==> src/rtl/clksyn_pkg.sv <==
package clksyn_pkg;

  localparam logic [7:0] A_STAT   = 8'h04;
  localparam logic [7:0] A_COMMIT = 8'h08;
  localparam logic [7:0] A_CFG1   = 8'h0C;
  localparam logic [7:0] A_CFG2   = 8'h10;
  localparam logic [7:0] A_CFG3   = 8'h14;

  localparam int NUM_OUT   = 4;
  localparam int SEL_LSB   = 1;
  localparam int REFEN_POS = 13;
  localparam int CLKIN_POS = 14;
  localparam int BYP_POS   = 20;
  localparam int EN_POS  [NUM_OUT] = '{16, 18, 23, 25};
  localparam int ACK_POS [NUM_OUT] = '{7, 8, 10, 11};

  typedef enum logic [3:0] {
    S_IDLE, S_W_CFG1, S_W_CFG3, S_R_CFG2A, S_W_CFG2A, S_W_GO,
    S_P_GO, S_P_LOCK, S_R_CFG2B, S_W_CFG2B, S_P_ACK
  } seq_state_t;

  typedef enum logic [1:0] {E_NONE, E_COMMIT, E_LOCK, E_ACK} seq_err_t;

  // Reference-range code from the internal reference frequency in kHz
  function automatic logic [3:0] ref_range(input logic [15:0] khz);
    if (khz < 16'd1000)      return 4'd3;
    else if (khz < 16'd1250) return 4'd4;
    else if (khz < 16'd1500) return 4'd5;
    else if (khz < 16'd1750) return 4'd6;
    else                     return 4'd7;
  endfunction

endpackage

==> src/rtl/clksyn_word_build.sv <==
module clksyn_word_build
  import clksyn_pkg::*;
#(
  parameter int N_W  = 8,
  parameter int M_W  = 12,
  parameter int HD_W = 5
) (
  input  logic [N_W-1:0]          n_i,
  input  logic [M_W-1:0]          m_i,
  input  logic [NUM_OUT*HD_W-1:0] div_i,
  input  logic [15:0]             fint_khz_i,
  input  logic [31:0]             cfg2_rd_i,
  output logic [31:0]             cfg1_o,
  output logic [31:0]             cfg3_o,
  output logic [31:0]             cfg2_pre_o,
  output logic [31:0]             cfg2_en_o,
  output logic [31:0]             ack_mask_o
);
  localparam int N_LSB = 1;
  localparam int M_LSB = N_LSB + N_W;
  localparam int D_LSB = M_LSB + M_W;

  function automatic logic [HD_W-1:0] div_code(input logic [HD_W-1:0] v);
    return (v == '0) ? '0 : v - HD_W'(1);
  endfunction

  logic [HD_W-1:0]    code [NUM_OUT];
  logic [NUM_OUT-1:0] used;

  for (genvar g = 0; g < NUM_OUT; g++) begin : g_div
    assign code[g] = div_code(div_i[g*HD_W +: HD_W]);
    assign used[g] = |div_i[g*HD_W +: HD_W];
  end

  always_comb begin
    cfg1_o = '0;
    cfg1_o[N_LSB +: N_W]        = n_i - N_W'(1);
    cfg1_o[M_LSB +: M_W]        = m_i;
    cfg1_o[D_LSB +: HD_W]       = code[0];
    cfg1_o[D_LSB+HD_W +: HD_W]  = code[1];

    cfg3_o = '0;
    cfg3_o[0 +: HD_W]    = code[2];
    cfg3_o[HD_W +: HD_W] = code[3];

    cfg2_pre_o = cfg2_rd_i;
    cfg2_pre_o[SEL_LSB +: 4] = ref_range(fint_khz_i);
    cfg2_pre_o[REFEN_POS]    = 1'b1;
    cfg2_pre_o[BYP_POS]      = 1'b1;
    cfg2_pre_o[CLKIN_POS]    = 1'b0;

    cfg2_en_o = cfg2_rd_i;
    cfg2_en_o[CLKIN_POS] = 1'b1;
    cfg2_en_o[BYP_POS]   = 1'b0;

    ack_mask_o = '0;
    for (int i = 0; i < NUM_OUT; i++) begin
      cfg2_pre_o[EN_POS[i]]  = 1'b0;
      cfg2_en_o[EN_POS[i]]   = used[i];
      ack_mask_o[ACK_POS[i]] = used[i];
    end
  end

endmodule

==> src/rtl/clksyn_poll.sv <==
module clksyn_poll #(
  parameter int FAST_POLLS  = 100,
  parameter int SLOW_GAP    = 50,
  parameter int TIMEOUT_CYC = 2000
) (
  input  logic clk,
  input  logic rst_n,
  input  logic restart,
  input  logic sample,
  input  logic hit,
  input  logic slow_en,
  output logic may_issue,
  output logic give_up
);
  localparam int CW = $clog2(FAST_POLLS + 1);
  localparam int GW = $clog2(SLOW_GAP + 1);
  localparam int TW = $clog2(TIMEOUT_CYC + 1);

  logic [CW-1:0] cnt_q;
  logic [GW-1:0] gap_q;
  logic [TW-1:0] el_q;
  logic          miss, burst_spent, tmo_reached;

  assign miss        = sample && !hit;
  assign burst_spent = (int'(cnt_q) + 1) >= FAST_POLLS;
  assign tmo_reached = int'(el_q) >= TIMEOUT_CYC;
  assign give_up     = miss && burst_spent && (!slow_en || tmo_reached);
  assign may_issue   = (gap_q == '0);

  always_ff @(posedge clk or negedge rst_n) begin
    if (!rst_n) begin
      cnt_q <= '0;
      gap_q <= '0;
      el_q  <= '0;
    end else if (restart) begin
      cnt_q <= '0;
      gap_q <= '0;
      el_q  <= '0;
    end else begin
      if (!tmo_reached) el_q <= el_q + TW'(1);
      if (miss) begin
        if (!burst_spent) cnt_q <= cnt_q + CW'(1);
        gap_q <= (burst_spent && slow_en) ? GW'(SLOW_GAP) : '0;
      end else if (gap_q != '0) begin
        gap_q <= gap_q - GW'(1);
      end
    end
  end

endmodule

==> src/rtl/clksyn_cfg_seq.sv <==
module clksyn_cfg_seq
  import clksyn_pkg::*;
#(
  parameter int N_W         = 8,
  parameter int M_W         = 12,
  parameter int HD_W        = 5,
  parameter int FAST_POLLS  = 100,
  parameter int SLOW_GAP    = 50,
  parameter int TIMEOUT_CYC = 2000
) (
  input  logic                    clk,
  input  logic                    rst_n,
  input  logic                    start_i,
  input  logic [N_W-1:0]          n_i,
  input  logic [M_W-1:0]          m_i,
  input  logic [4*HD_W-1:0]       div_i,
  input  logic [15:0]             fint_khz_i,
  output logic                    bus_req_o,
  output logic                    bus_we_o,
  output logic [7:0]              bus_addr_o,
  output logic [31:0]             bus_wdata_o,
  input  logic [31:0]             bus_rdata_i,
  input  logic                    bus_ack_i,
  output logic                    busy_o,
  output logic                    done_o,
  output logic                    err_o,
  output logic [1:0]              err_code_o
);
  seq_state_t state_q, state_d;
  seq_err_t   code_q;

  logic [N_W-1:0]    n_q;
  logic [M_W-1:0]    m_q;
  logic [4*HD_W-1:0] div_q;
  logic [15:0]       fint_q;
  logic [31:0]       cfg2_q;
  logic [31:0]       w_cfg1, w_cfg3, w_pre, w_en, ack_mask;
  logic              done_q, err_q;

  logic is_poll, poll_hit, poll_sample, poll_restart, poll_issue, poll_giveup;
  logic slow_en;
  // Named events for the checker
  logic ev_commit_wr, ev_enable_wr, ev_lock_seen;

  clksyn_word_build #(.N_W(N_W), .M_W(M_W), .HD_W(HD_W)) u_words (
    .n_i(n_q), .m_i(m_q), .div_i(div_q), .fint_khz_i(fint_q),
    .cfg2_rd_i(cfg2_q),
    .cfg1_o(w_cfg1), .cfg3_o(w_cfg3), .cfg2_pre_o(w_pre),
    .cfg2_en_o(w_en), .ack_mask_o(ack_mask)
  );

  clksyn_poll #(.FAST_POLLS(FAST_POLLS), .SLOW_GAP(SLOW_GAP),
                .TIMEOUT_CYC(TIMEOUT_CYC)) u_poll (
    .clk(clk), .rst_n(rst_n), .restart(poll_restart), .sample(poll_sample),
    .hit(poll_hit), .slow_en(slow_en), .may_issue(poll_issue),
    .give_up(poll_giveup)
  );

  assign is_poll      = (state_q == S_P_GO) || (state_q == S_P_LOCK) ||
                        (state_q == S_P_ACK);
  assign poll_sample  = is_poll && bus_ack_i;
  assign slow_en      = (state_q != S_P_ACK);
  assign ev_commit_wr = (state_q == S_W_GO) && bus_ack_i;
  assign ev_enable_wr = (state_q == S_W_CFG2B) && bus_ack_i;
  assign poll_restart = ev_commit_wr || ev_enable_wr ||
                        ((state_q == S_P_GO) && poll_sample && poll_hit);

  always_comb begin
    unique case (state_q)
      S_P_GO:   poll_hit = !bus_rdata_i[0];
      S_P_LOCK: poll_hit = bus_rdata_i[1];
      S_P_ACK:  poll_hit = ((bus_rdata_i & ack_mask) == ack_mask);
      default:  poll_hit = 1'b0;
    endcase
  end

  // Register port drive
  always_comb begin
    bus_we_o    = 1'b0;
    bus_addr_o  = A_STAT;
    bus_wdata_o = '0;
    unique case (state_q)
      S_W_CFG1:  begin bus_we_o = 1'b1; bus_addr_o = A_CFG1; bus_wdata_o = w_cfg1; end
      S_W_CFG3:  begin bus_we_o = 1'b1; bus_addr_o = A_CFG3; bus_wdata_o = w_cfg3; end
      S_W_CFG2A: begin bus_we_o = 1'b1; bus_addr_o = A_CFG2; bus_wdata_o = w_pre;  end
      S_W_CFG2B: begin bus_we_o = 1'b1; bus_addr_o = A_CFG2; bus_wdata_o = w_en;   end
      S_W_GO:    begin bus_we_o = 1'b1; bus_addr_o = A_COMMIT; bus_wdata_o = 32'd1; end
      S_P_GO:    bus_addr_o = A_COMMIT;
      S_R_CFG2A, S_R_CFG2B: bus_addr_o = A_CFG2;
      default:   ;
    endcase
  end

  assign bus_req_o = (state_q != S_IDLE) && (!is_poll || poll_issue);

  always_comb begin
    state_d = state_q;
    unique case (state_q)
      S_IDLE:    if (start_i)   state_d = S_W_CFG1;
      S_W_CFG1:  if (bus_ack_i) state_d = S_W_CFG3;
      S_W_CFG3:  if (bus_ack_i) state_d = S_R_CFG2A;
      S_R_CFG2A: if (bus_ack_i) state_d = S_W_CFG2A;
      S_W_CFG2A: if (bus_ack_i) state_d = S_W_GO;
      S_W_GO:    if (bus_ack_i) state_d = S_P_GO;
      S_P_GO:    if (poll_sample && poll_hit) state_d = S_P_LOCK;
                 else if (poll_giveup)       state_d = S_IDLE;
      S_P_LOCK:  if (poll_sample && poll_hit) state_d = S_R_CFG2B;
                 else if (poll_giveup)       state_d = S_IDLE;
      S_R_CFG2B: if (bus_ack_i) state_d = S_W_CFG2B;
      S_W_CFG2B: if (bus_ack_i) state_d = S_P_ACK;
      S_P_ACK:   if ((poll_sample && poll_hit) || poll_giveup) state_d = S_IDLE;
      default:   state_d = S_IDLE;
    endcase
  end

  always_ff @(posedge clk or negedge rst_n) begin
    if (!rst_n) begin
      state_q      <= S_IDLE;
      code_q       <= E_NONE;
      done_q       <= 1'b0;
      err_q        <= 1'b0;
      n_q          <= '0;
      m_q          <= '0;
      div_q        <= '0;
      fint_q       <= '0;
      cfg2_q       <= '0;
      ev_lock_seen <= 1'b0;
    end else begin
      state_q <= state_d;
      if (state_q == S_IDLE && start_i) begin
        n_q          <= n_i;
        m_q          <= m_i;
        div_q        <= div_i;
        fint_q       <= fint_khz_i;
        done_q       <= 1'b0;
        err_q        <= 1'b0;
        code_q       <= E_NONE;
        ev_lock_seen <= 1'b0;
      end
      if ((state_q == S_R_CFG2A || state_q == S_R_CFG2B) && bus_ack_i)
        cfg2_q <= bus_rdata_i;
      if (state_q == S_P_LOCK && poll_sample && poll_hit)
        ev_lock_seen <= 1'b1;
      if (state_q == S_P_ACK && poll_sample && poll_hit)
        done_q <= 1'b1;
      if (poll_giveup) begin
        err_q <= 1'b1;
        unique case (state_q)
          S_P_GO:   code_q <= E_COMMIT;
          S_P_LOCK: code_q <= E_LOCK;
          default:  code_q <= E_ACK;
        endcase
      end
    end
  end

  assign busy_o     = (state_q != S_IDLE);
  assign done_o     = done_q;
  assign err_o      = err_q;
  assign err_code_o = code_q;

endmodule

==> config.mk <==
export PLATFORM = sky130hd
export DESIGN_NAME = clksyn_cfg_seq
export DESIGN_NICKNAME = d
export VERILOG_FILES = /design/src/rtl/clksyn_pkg.sv /design/src/rtl/clksyn_word_build.sv /design/src/rtl/clksyn_poll.sv /design/src/rtl/clksyn_cfg_seq.sv
export SDC_FILE = /design/constraint.sdc
export NUM_CORES = 1
export LEC_CHECK = 0
export BUFFER_PORTS_ARGS = -buffer_cell sky130_fd_sc_hd__buf_2
export CORE_ASPECT_RATIO = 0.75
export CORE_MARGIN = 2
export CORE_UTILIZATION = 62
export CTS_CLUSTER_DIAMETER = 30
export DETAILED_ROUTE_END_ITERATION = 6
export GPL_TIMING_DRIVEN = 0
export PLACE_DENSITY = 0.85
export SLEW_MARGIN = 20
export SYNTH_ARGS = -nofsm -noshare
export SYNTH_HDL_FRONTEND = slang
export SYNTH_HIERARCHICAL = 1
export SYNTH_SLANG_ARGS = --single-unit
==> constraint.sdc <==
create_clock -name clk -period 6.3 [get_ports clk]
set_clock_uncertainty 0.05 [all_clocks]
set_input_delay 0.945 -clock clk [delete_from_list [all_inputs] [get_ports clk]]
set_output_delay 0.945 -clock clk [all_outputs]
set_load 0.1 [all_outputs]
* After elaboration in Yosys (flattened, before gate mapping) *
Index checks and enable logic that the tools add are counted.

storage, ports and cells
  bits in read-only memories = 0
  memories = 0
  memory bits (writable) = 0
  logic and storage cells = 139
  register bits after elaboration = 120
  bits of input ports = 92
  latch bits = 0
  output and inout bits = 47

cells by class
  equality and inequality tests = 23
  $lt $le $gt $ge = 6
  reduce and logical (&&, ||, !) cells = 48
  div/mod/pow operators = 0
  bitwise logic cells = 1
  multipliers = 0
  shift operators = 0
  add/subtract/negate cells = 9
  muxes and demuxes = 40

operator list
  cell                   number
  $pmux 32 s5            1
  $mux 4                 15
  $lt 16x11->1 const B   3
  $pmux 4 s11            1
  $and 32x12->32         1
  $eq 32x12->1           1
  $ge 32x8->1 const B    1
  $reduce_or 5->1        5
  $mux 6                 4
  $mux 11                2
  $mux 7                 3
  $logic_not 5->1        4
  $mux 5                 4
  $ne 2x2->1 const B     10
  $pmux 5 s4             1
  $sub 5x1->5 const B    4
  $eq 4x3->1 const B     4
  $lt 16x10->1 const B   1
  $logic_and 1x1->1      15
  $eq 4x4->1 const B     3
  $add 11x1->11 const B  1
  $ge 11x11->1 const B   1
  $reduce_and 9->1       1
  $add 7x1->8 const B    1
  22 further kinds       40

* Longest topological paths before layout *
  depth after elaboration = 11
  depth in mapped cells = 19
  depth with buffers taken out = 17

* Modules after synthesis *
Netlist, hierarchy kept.

by module, submodules not included
  module             cells each  instances  area each (um^2)
  clksyn_cfg_seq     434         1          4978.5
  clksyn_word_build  223         1          1500.2
  clksyn_poll        149         1          1456.4

* Worst setup path before layout *
No wires, ideal clock.

  path type = flip-flop to output port
  start = reg u_poll.gap_q[2]
  end = out bus_req_o
  path slack = 2.573 ns
  arrival time = 2.732 ns
  stages on the path, launching flop included = 7
  cells stage by stage = dfrtp_1 > nor3_1 > and3b_1 > clkbuf_1 > nand3b_1 > o21ai_0 > a21oi_1

on the way
  cells in the longest elaborated chain, start to end = 3

RTL lines
  item                    line                  RTL
  from (decl)             clksyn_poll.sv:20     logic [GW-1:0] gap_q;
  from (signal assigned)  clksyn_poll.sv:43     gap_q <= (burst_spent && slow_en) ? GW'(SLOW_GAP) : '0;
  from (signal assigned)  clksyn_poll.sv:45     gap_q <= gap_q - GW'(1);
  $logic_not 6->1         clksyn_poll.sv:28     assign may_issue = (gap_q == '0);
  named net poll_issue    clksyn_cfg_seq.sv:40  logic is_poll, poll_hit, poll_sample, poll_restart, poll_issue, poll_giveup;
  $logic_or 1x1->1        clksyn_cfg_seq.sv:94  assign bus_req_o = (state_q != S_IDLE) && (!is_poll || poll_issue);
  $logic_and 1x1->1       clksyn_cfg_seq.sv:94
  to (decl)               clksyn_cfg_seq.sv:18  output logic bus_req_o,

The timed path passes the listed nets, and every way through them passes these cells.

* Worst setup path after layout *
  start = reg div_q[0]
  end = reg state_q[1]

on the way
  cells in the longest elaborated chain, start to end = 11
  elaborated cells between the ends (all ways) = 16
  classes of those cells = 2 x eq/ne; 5 x mux; 1 x bitwise; 8 x reduce/logical

RTL lines
  item                                                    line                     RTL
  from (decl)                                             clksyn_cfg_seq.sv:34     logic [4*HD_W-1:0] div_q;
  from (signal assigned)                                  clksyn_cfg_seq.sv:133    div_q <= div_i;
  $reduce_or 5->1 (*)                                     clksyn_word_build.sv:32  assign used[g] = |div_i[g*HD_W +: HD_W];
  named net ack_mask[7]                                   clksyn_cfg_seq.sv:37     logic [31:0] w_cfg1, w_cfg3, w_pre, w_en, ack_mask;
  $and 32x12->32                                          clksyn_cfg_seq.sv:72     S_P_ACK: poll_hit = ((bus_rdata_i & ack_mask) == ack_mask);
  $eq 32x12->1 (*)                                        clksyn_cfg_seq.sv:72
  $pmux 1 s3 (*)                                          clksyn_cfg_seq.sv:69     unique case (state_q)
  named net poll_hit                                      clksyn_cfg_seq.sv:40
  $logic_not 1->1 (*)                                     clksyn_poll.sv:24        assign miss = sample && !hit;
  $logic_and 1x1->1 (*)                                   clksyn_poll.sv:24
  $logic_and 1x1->1 (*) (2 in a row)                      clksyn_poll.sv:27        assign give_up = miss && burst_spent && (!slow_en || tmo_reached);
  named net poll_giveup                                   clksyn_cfg_seq.sv:40
  $mux 4 / $logic_or 1x1->1 (equally long branches)       -
  $mux 4 (tied with other cells)                          clksyn_cfg_seq.sv:107    S_P_LOCK: if (poll_sample && poll_hit) state_d = S_R_CFG2B;
  $pmux 4 s11 / $reduce_and 9->1 (equally long branches)  -
  to (signal assigned)                                    clksyn_cfg_seq.sv:129    state_q <= state_d;
  to (decl)                                               clksyn_cfg_seq.sv:29     seq_state_t state_q, state_d;

Mark *: on every way through the listed nets, which the timed path passes. The rest lies on a longest branch.
A chain may end at the register's enable or synchronous reset.

==> key figures <==
Status
  – Outcome: complete, no violations

Finish
  – Layout cell share with drive strength beyond 1: about two fifths
  – Util after Layout: around 78%
  – ANT cells: 0
  – FILL cells: a little over 800
  – Area delta synth->final: 22.8%
  – Fin nets: about 1100
  – Multi-input gate area: 3770 um^2
  – Reg area: roughly 2800 um^2

Worst setup path
  – Crit path max fanout: 10
  – Crit start category: flip-flop
  – Register-to-register setup slack: about 2.1 ns
  – Critical-path cell list: inv_1 -> ha_1 -> nand2b_1 -> nor3_1 -> inv_1 -> inv_1 -> o2111ai_1 -> or4_1 -> or3_4 -> nand2_1 -> nor2b_1 -> clkbuf_1 -> o21ai_1 -> a21oi_1 -> clkbuf_1 -> o31a_4 -> a221oi_1
  – Worst reg2reg startpoint: div_q[0]$_DFFE_PN0P_
  – Critical Path AT: between 4 and 5 ns
  – CP max-delay cell: or4_1
  – Top delay family on crit path: simple AND/OR/NAND/NOR gates
  – Setup CP Type: flip-flop to flip-flop
  – CP endpoint kind: flip-flop
  – R2R depth: 17
  – Worst path most repeated cell: inv_1
  – CP bufs+invs: 5
  – R2r endpoint: state_q[1]$_DFFE_PN0P_
  – CP max stage delay: ~0.48 ns
  – Data required, critical path: roughly 6.6 ns

STA
  – Final WS setup: 2.09 ns
  – Final hold vios: 0
  – FMAX: around 240 MHz
  – Least-Margin Pin Slew: 1.06 ns
  – Rel. slew slack: between 20 and 30%
  – Final setup fails: 0
  – RSZ-0062 raised after global routing: no
  – Post-route minimum period: 4.21 ns
  – WHS: between 0.4 and 0.5 ns
  – Fin crit share: 66.9%
  – Total negative setup slack: 0 ns
  – Pins Over Slew Limit: 0

Floorplan
  – # rows: 35
  – Initial core utilization: 63.1%
  – Die X-Extent: between 100 and 150 um
  – Io pins: 139
  – Die Area: 13300 um^2
  – Core region area: 12200 um^2
  – Chip Height: ~100 um

Global route
  – Antenna violations before repair: 0
  – Number of global-route vias before repair: ~6300
  – GRT Total Usage: around 30%
  – GRT overflow: 0
  – Largest net degree at the start of global routing: 65
  – Global-route wire length before repair: about 31000 um

Routing
  – First drt pass iteration count: 5
  – Final WL: just under 20000 um
  – Routed Antenna Nets: 0
  – DRC: 0
  – DR vias: 6474
  – DRT iter0 DRCs: between 400 and 500
  – Routed wire per std cell: 16.5 um
  – Vias/cell: between 5 and 6

Logic synthesis
  – Netlist Area Pre-Place: ~7700 um^2
  – Yosys warns: 6
  – Mean Syn Cell Area: roughly 9.7 um^2
  – Mapped Cells: 791

Job
  – Max-cap viol count: 0

Min path
  – Min-delay src: cfg2_q[2]$_DFFE_PN0P_
  – Worst Hold Depth: 2
  – Worst hold endpoint: cfg2_q[2]$_DFFE_PN0P_
  – HP Class: flip-flop to flip-flop

CTS
  – Post-CTS setup buffers: 0
  – CTS Sinks: between 100 and 150
  – Resize count post-CTS: 0
  – Clk buf depth: 2
  – Hold buffers post-CTS: 0
  – Root Buffer: clkbuf_16
  – Clock Pin Slew Worst Setup and Hold Paths: around 0.06 ns
  – Htree depth: 4
  – Skew-Pair Late Insertion Delay: 0.42 ns
  – Total CTS buffers: 17
  – TritonCTS clock tree: built

Placement
  – HPWL after DPL: 14000 um
  – Placement Setup Slack: 2.24 ns
  – Port Buf Inserts: approximately 130
  – Gp weighted congestion: roughly 0.94
[worst min-delay path: stages (launching register included)]
cell and delay, ns:
dfrtp_1 0.34, nand2_1 0.05, o21ai_0 0.07
[flip-flops by register name (all words and copies together), names as in the netlist]
register and count:
fint_q 15, u_poll/cnt_q 7, n_q 8, cfg2_q 26, err_o 1, u_poll/el_q 11, done_o 1, state_q 4
m_q 12, u_poll/gap_q 6, div_q 20, err_code_o 2
[metal layers]
layer	global-route usage (%)	part of all wire, %	vias up
met3	8.23	8.6	62
met1	40.3	44	3092
met2	46.8	44	294
met4	14.4	3.5	0
li1	-	-	3026
met5	0	0	-
[cell usage in the layout, fill, tap and decap left out, types with 4 or more instances in the layout]
cell	instances
a21oi_1	19
a221o_1	32
a22o_1	31
and2_1	5
and3_1	6
buf_1	6
buf_2	136
buf_4	130
bufinv_16	4
clkbuf_1	28
clkbuf_16	17
clkinv_2	4
conb_1	67
dfrtp_1	113
ha_1	11
inv_1	47
mux2_2	78
nand2_1	37
nand2b_1	13
nand3_1	15
nor2_1	55
nor2b_1	12
nor3_1	16
nor4_1	4
o2111ai_1	5
o21ai_0	17
o21ai_1	4
o22ai_1	7
xnor2_1	14
xor2_1	13
[stage by stage]
step | cells | instance area, um^2
4_1_cts | 1185 | 9440
3_3_place_gp | 1153 | 8790
3_5_place_dp | 1154 | 8830
2_1_floorplan | 855 | 7920
5_1_grt | 1185 | 9440
6_report | 1185 | 9440
[cell type report]
| class | instances | share of cell area (%) |
|---|---|---|
| clock buffer | 20 | 4.73 |
| timing repair buffer | 133 | 7.36 |
| clock inverter | 11 | 1.72 |
| tap | 166 | 2.20 |
| multi-input combinational | 525 | 40.0 |
| inverter | 47 | 1.87 |
| buffer | 170 | 12.2 |
| sequential | 113 | 30.0 |
[worst max-delay path by stage]
stage | slack [ns] | end | start | cells after the start
2_1_floorplan | 2.57 | bus_req_o | u_poll/gap_q[2]$_DFFE_PN0P_ | 6
6_report | 2.09 | state_q[1]$_DFFE_PN0P_ | div_q[0]$_DFFE_PN0P_ | 17
4_1_cts | 2.15 | state_q[1]$_DFFE_PN0P_ | div_q[5]$_DFFE_PN0P_ | 17
5_1_grt | 1.84 | state_q[1]$_DFFE_PN0P_ | div_q[5]$_DFFE_PN0P_ | 17
3_3_place_gp | 2.26 | state_q[1]$_DFFE_PN0P_ | div_q[0]$_DFFE_PN0P_ | 17
3_5_place_dp | 2.24 | state_q[1]$_DFFE_PN0P_ | div_q[0]$_DFFE_PN0P_ | 17
Power is left out: the tool's default activity adds up to more than one toggle a clock period on the data nets, which glitch-free logic cannot reach.
